## config.mk

```make
export PLATFORM = sky130hd
export DESIGN_NAME = corr_bp
export DESIGN_NICKNAME = d
export VERILOG_FILES = /design/src/rtl/bp_pkg.sv /design/src/rtl/bp_ghr.sv /design/src/rtl/bp_index.sv /design/src/rtl/bp_ctr_table.sv /design/src/rtl/corr_bp.sv
export SDC_FILE = /design/constraint.sdc
export NUM_CORES = 1
export LEC_CHECK = 0
export ABC_CLOCK_PERIOD_IN_PS = 10140
export BUFFER_PORTS_ARGS = -buffer_cell sky130_fd_sc_hd__buf_2
export CAP_MARGIN = 25
export CORE_MARGIN = 2
export CORE_UTILIZATION = 25
export CTS_CLUSTER_SIZE = 25
export DETAILED_ROUTE_END_ITERATION = 12
export PLACE_DENSITY = 0.47
export SLEW_MARGIN = 20
export SYNTH_ARGS = -nofsm -noshare
export SYNTH_HDL_FRONTEND = slang
export SYNTH_SLANG_ARGS = --single-unit
export TNS_END_PERCENT = 30
```

## constraint.sdc

```tcl
create_clock -name clk_i -period 10.14 [get_ports clk_i]
set_input_delay 1.521 -clock clk_i [delete_from_list [all_inputs] [get_ports clk_i]]
set_output_delay 1.521 -clock clk_i [all_outputs]
set_load 0.03 [all_outputs]
```

## src/rtl/bp_pkg.sv

```systemverilog
package bp_pkg;
  typedef enum logic {DIR_NT = 1'b0, DIR_T = 1'b1} dir_e;

  // saturating step of a w-bit counter
  function automatic int unsigned sat_step(int unsigned v, logic inc, int unsigned w);
    int unsigned top;
    top = (32'd1 << w) - 32'd1;
    if (inc) return (v >= top) ? top : v + 32'd1;
    else     return (v == 32'd0) ? 32'd0 : v - 32'd1;
  endfunction
endpackage

```

## src/rtl/bp_ghr.sv

```systemverilog
module bp_ghr #(
  parameter int unsigned M  = 2,
  parameter int unsigned HW = 2
) (
  input  logic          clk_i,
  input  logic          rst_ni,
  input  logic          shift_i,
  input  logic          taken_i,
  output logic [HW-1:0] hist_o
);
  if (M > 0) begin : g_hist
    logic [HW-1:0] q;
    always_ff @(posedge clk_i or negedge rst_ni) begin
      if (!rst_ni)      q <= '0;
      else if (shift_i) q <= HW'({q, taken_i});
    end
    assign hist_o = q;
  end else begin : g_nohist
    logic unused_in;
    assign unused_in = shift_i ^ taken_i;
    assign hist_o    = '0;
  end
endmodule

```

## src/rtl/bp_index.sv

```systemverilog
module bp_index #(
  parameter int unsigned M    = 2,
  parameter int unsigned K    = 4,
  parameter int unsigned PC_W = 32,
  parameter int unsigned HW   = 2,
  parameter int unsigned IW   = 6
) (
  input  logic [PC_W-1:0] pc_i,
  input  logic [HW-1:0]   hist_i,
  output logic [IW-1:0]   idx_o
);
  logic unused_pc;
  assign unused_pc = ^pc_i[PC_W-1:K];

  if (M > 0) begin : g_corr
    assign idx_o = {hist_i, pc_i[K-1:0]};
  end else begin : g_flat
    logic unused_hist;
    assign unused_hist = ^hist_i;
    assign idx_o       = pc_i[K-1:0];
  end
endmodule

```

## src/rtl/bp_ctr_table.sv

```systemverilog
module bp_ctr_table
  import bp_pkg::*;
#(
  parameter int unsigned N  = 2,
  parameter int unsigned IW = 6
) (
  input  logic          clk_i,
  input  logic          rst_ni,
  input  logic [IW-1:0] rd_idx_i,
  output logic [N-1:0]  rd_ctr_o,
  input  logic          wr_en_i,
  input  logic [IW-1:0] wr_idx_i,
  input  logic          wr_taken_i,
  output logic [N-1:0]  wr_ctr_o
);
  localparam int unsigned DEPTH = 1 << IW;
  localparam logic [N-1:0] WEAK_T = N'(1 << (N - 1));

  logic [N-1:0] mem [DEPTH];
  logic [N-1:0] nxt;

  assign rd_ctr_o = mem[rd_idx_i];
  assign wr_ctr_o = mem[wr_idx_i];
  assign nxt      = N'(sat_step(32'(wr_ctr_o), wr_taken_i, N));

  always_ff @(posedge clk_i or negedge rst_ni) begin
    if (!rst_ni) begin
      for (int e = 0; e < DEPTH; e++) mem[e] <= WEAK_T;
    end else if (wr_en_i) begin
      mem[wr_idx_i] <= nxt;
    end
  end
endmodule

```

## src/rtl/corr_bp.sv

```systemverilog
module corr_bp
  import bp_pkg::*;
#(
  parameter int unsigned M    = 2,
  parameter int unsigned N    = 2,
  parameter int unsigned K    = 4,
  parameter int unsigned PC_W = 32,
  localparam int unsigned HW  = (M > 0) ? M : 1
) (
  input  logic            clk_i,
  input  logic            rst_ni,
  input  logic [PC_W-1:0] lk_pc_i,
  output logic            lk_taken_o,
  output logic [HW-1:0]   lk_hist_o,
  input  logic            up_valid_i,
  input  logic [PC_W-1:0] up_pc_i,
  input  logic [HW-1:0]   up_hist_i,
  input  logic            up_taken_i
);
  localparam int unsigned IW = M + K;

  logic [HW-1:0] ghr;
  logic [IW-1:0] lk_idx, up_idx;
  logic [N-1:0]  lk_ctr, up_ctr;
  dir_e          up_dir;

  assign up_dir = dir_e'(up_taken_i);

  bp_ghr #(.M(M), .HW(HW)) u_ghr (
    .clk_i   (clk_i),
    .rst_ni  (rst_ni),
    .shift_i (up_valid_i),
    .taken_i (up_dir == DIR_T),
    .hist_o  (ghr)
  );

  bp_index #(.M(M), .K(K), .PC_W(PC_W), .HW(HW), .IW(IW)) u_lk_idx (
    .pc_i   (lk_pc_i),
    .hist_i (ghr),
    .idx_o  (lk_idx)
  );

  bp_index #(.M(M), .K(K), .PC_W(PC_W), .HW(HW), .IW(IW)) u_up_idx (
    .pc_i   (up_pc_i),
    .hist_i (up_hist_i),
    .idx_o  (up_idx)
  );

  bp_ctr_table #(.N(N), .IW(IW)) u_tbl (
    .clk_i      (clk_i),
    .rst_ni     (rst_ni),
    .rd_idx_i   (lk_idx),
    .rd_ctr_o   (lk_ctr),
    .wr_en_i    (up_valid_i),
    .wr_idx_i   (up_idx),
    .wr_taken_i (up_dir == DIR_T),
    .wr_ctr_o   (up_ctr)
  );

  assign lk_taken_o = lk_ctr[N-1];
  assign lk_hist_o  = ghr;
endmodule

```

==> results.md <==
- Outcome: completed
- First-pass GRT wire length: 31,340 um
- Post-CTS setup buffers: 0
- Chip height: 172.0 um
- RR Endpoint: u_tbl.mem[61]$_DFFE_PN1P_
- Fraction of layout instances using a drive strength above 1: 39.15%
- Clk root buf: clkbuf_16
- Warnings from Yosys: 0
- Final instance area: 8077 um2
- Syn Nets: 669
- Crit share post-route: 54.31%
- Syn-to-layout area delta: 14.53%
- Die area: 29,570 um2
- Seq/Total Area, Yosys: 47.27%
- Post-layout min period: 5.507 ns
- Post-CTS Hold Buffers: 0
- Vias in the first global route: 4,890
- TritonRoute pass-1 iters: 5
- FFs w/ async S/R, synth: 100.0%
- R2R Path Start: u_tbl.mem[48]$_DFFE_PN0P_
- Pwr dens: 209.3 nW/um2
- Pin count of the biggest net entering global routing: 71
- Max Freq: 181.6 MHz
- Cell Area, Placed: 7402 um2
- FF-to-FF path depth: 8
- Final hold violations: 0
- # DRC: 0
- R2R Setup Slk: 6.74 ns
- Core Util, Final: 29.07%
- Crit path required time: 8.62 ns
- Cell Count, Final, Fillers Out: 991
- Clock-pin slew on the worst setup and hold paths: 0.06 ns
- CTS tree: yes
- Final GP Congestion: 0.7695
- Leakage power total: 3.178 nW
- Critical Path Source Type: primary input
- Worst VDD drop: 0.0001053 V
- Cell area after synthesis: 7052 um2
- Clk Latency, worst-skew pair: 0.43 ns
- PostCTS Resize Cnt: 0
- Worst-path fanout max: 16
- Fin Setup TNS: 0 ns
- # fillers: 2,905
- Clk sink count: 130
- Hold-critical path depth: 2
- Post-synth EDFFs: 0
- Die X-Extent: 172.0 um
- FP Rows: 61
- Distinct cells, synth: 47
- IO Count: 73
- Dpl hpwl: 12,860 um
- Final clock skew: 0.01665 ns
- Detail Route Antenna Nets: 0
- Antenna violations before repair: 0
- Synthesized instance count: 599
- Congestion Overflow GR: 0
- Final WL: 20,090 um
- Area of the multi-input gates: 3461 um2
- Top_reg_cell synth: dfrtp_1
- Nets: 670
- Worst-margin pin slew: 0.9237 ns
- Number of DRC markers in iteration 0: 411
- Worst hold path type: register to register
- RSZ-0062 raised after global routing: no
- Worst Hold Launch: u_tbl.mem[15]$_DFFE_PN1P_
- Slew Limit Fails: 0
- Core box area: 27,780 um2
- Worst-case clock buffer depth: 2
- GRT Total Usage: 14.61%
- Vias per inst: 4.838
- PortBufs: 16
- Hold_ws: 0.4875 ns
- CTS H-tree depth: 4
- Setup-failing EPs final: 0
- Slew HR: 38.42%
- Post-Place Cells: 959
- Endpoint type of the worst setup path: primary output
- Initial Util: 25.38%
- Post-DR wirelength/cell: 20.27 um
- N_diodes: 0
- Max-cap violation count: 0
- Critical Path AT: 3.99 ns
- Hold Path End: u_tbl.mem[15]$_DFFE_PN1P_
- Reg area: 3333 um2
- Synth Register Bits: 130
- Mean Syn Cell Area: 11.77 um2
- CTS buffer count: 17
- Critical path class: primary input to primary output
- Via Count: 4,794
## layer usage
layer,wire [um],GRT usage [%],vias up,part of all wire [%]
met5,0,0,-,0
met4,481,5.627,0,2.4
met3,989,3.410,30,4.9
met2,8860,20.97,119,44
met1,9758,21.21,2469,49
li1,-,-,2176,-
## through the flow
step                power, mW  setup WS [ns]
CTS                     1.706          4.610
floorplan              0.9061          4.581
finish                  1.691          4.633
global placement       0.9864          4.615
detailed placement     0.9918          4.624
global route            1.768          4.586
## where the power goes
part           switching [mW]  internal, mW  total, mW
Clock                   0.242         0.466      0.708
Sequential             0.0576         0.635      0.693
Combinational           0.150         0.140      0.290
Total                   0.449          1.24       1.69
## cell usage after synthesis (all sizes together), types with 8 or more instances
| cell | instances | area share (%) |
|---|---|---|
| dfstp | 64 | 24 |
| dfrtp | 66 | 23 |
| mux4 | 37 | 12 |
| o21ai | 28 | 2.0 |
| mux2i | 12 | 1.7 |
| nand2 | 63 | 3.4 |
| buf | 31 | 3.1 |
| a21oi | 46 | 3.3 |
| mux2 | 77 | 14 |
| nor2 | 84 | 4.5 |
| clkbuf | 8 | 0.43 |
## registers in the layout, indices dropped and copies added (netlist names)
signal and cells:
u_tbl.mem 128, u_ghr.hist_o 2
## cells by family (layout without fill, tap and decap cells)
group | after synthesis | after routing | share of synthesized area (%)
simple gates | 195 | 195 | 12.30
flops | 130 | 130 | 47.27
buf+inv | 42 | 56 | 3.655
mux | 126 | 126 | 27.68
compound gates | 104 | 104 | 8.747
fa+ha+maj | 2 | 2 | 0.3548
## placed cells by master, fill, tap and decap left out, types with 2 or more instances in the layout
cell and instances:
nor2_1 84, dfrtp_1 66, dfstp_2 64, nand2_1 63, a21oi_1 46, mux2_2 42, mux4_2 37, mux2_4 35
o21ai_0 27, clkbuf_16 17, buf_2 15, mux2i_1 12, and3_1 7, a221oi_1 7, nand3_1 7, nor2b_1 6
bufinv_16 6, a31oi_1 5, a22oi_1 5, buf_4 5, and3b_1 4, nor3_1 4, inv_1 3, nand2b_1 3
nand3b_1 3, and2_1 3, o211ai_1 3, or3_1 3, clkinvlp_4 3, clkinv_2 3, a211oi_2 2, o22ai_1 2
or2_2 2, clkinv_4 2
## worst max-delay path, cell delays in order
cell,delay (ns)
buf_2,0.54
mux4_2,0.62
mux4_2,0.52
mux4_2,0.55
buf_2,0.21
## area by class of cell
type	instances	area share, %
clock buffer	18	5.438
clock inverter	14	2.912
inverter	3	0.1394
multi-input combinational	427	42.85
sequential	130	41.27
tap	378	5.856
timing repair buffer	21	1.534
## worst max-delay path by stage
stage                          start  slack [ns]  cells after the start         end
final                     lk_pc_i[0]        4.63                      5  lk_taken_o
after global routing      lk_pc_i[0]        4.59                      5  lk_taken_o
after CTS                 lk_pc_i[0]        4.61                      5  lk_taken_o
after detailed placement  lk_pc_i[0]        4.62                      5  lk_taken_o
after global placement    lk_pc_i[0]        4.62                      5  lk_taken_o
after floorplan           lk_pc_i[0]        4.58                      5  lk_taken_o
Note: power is estimated with default switching activity, not from simulation.
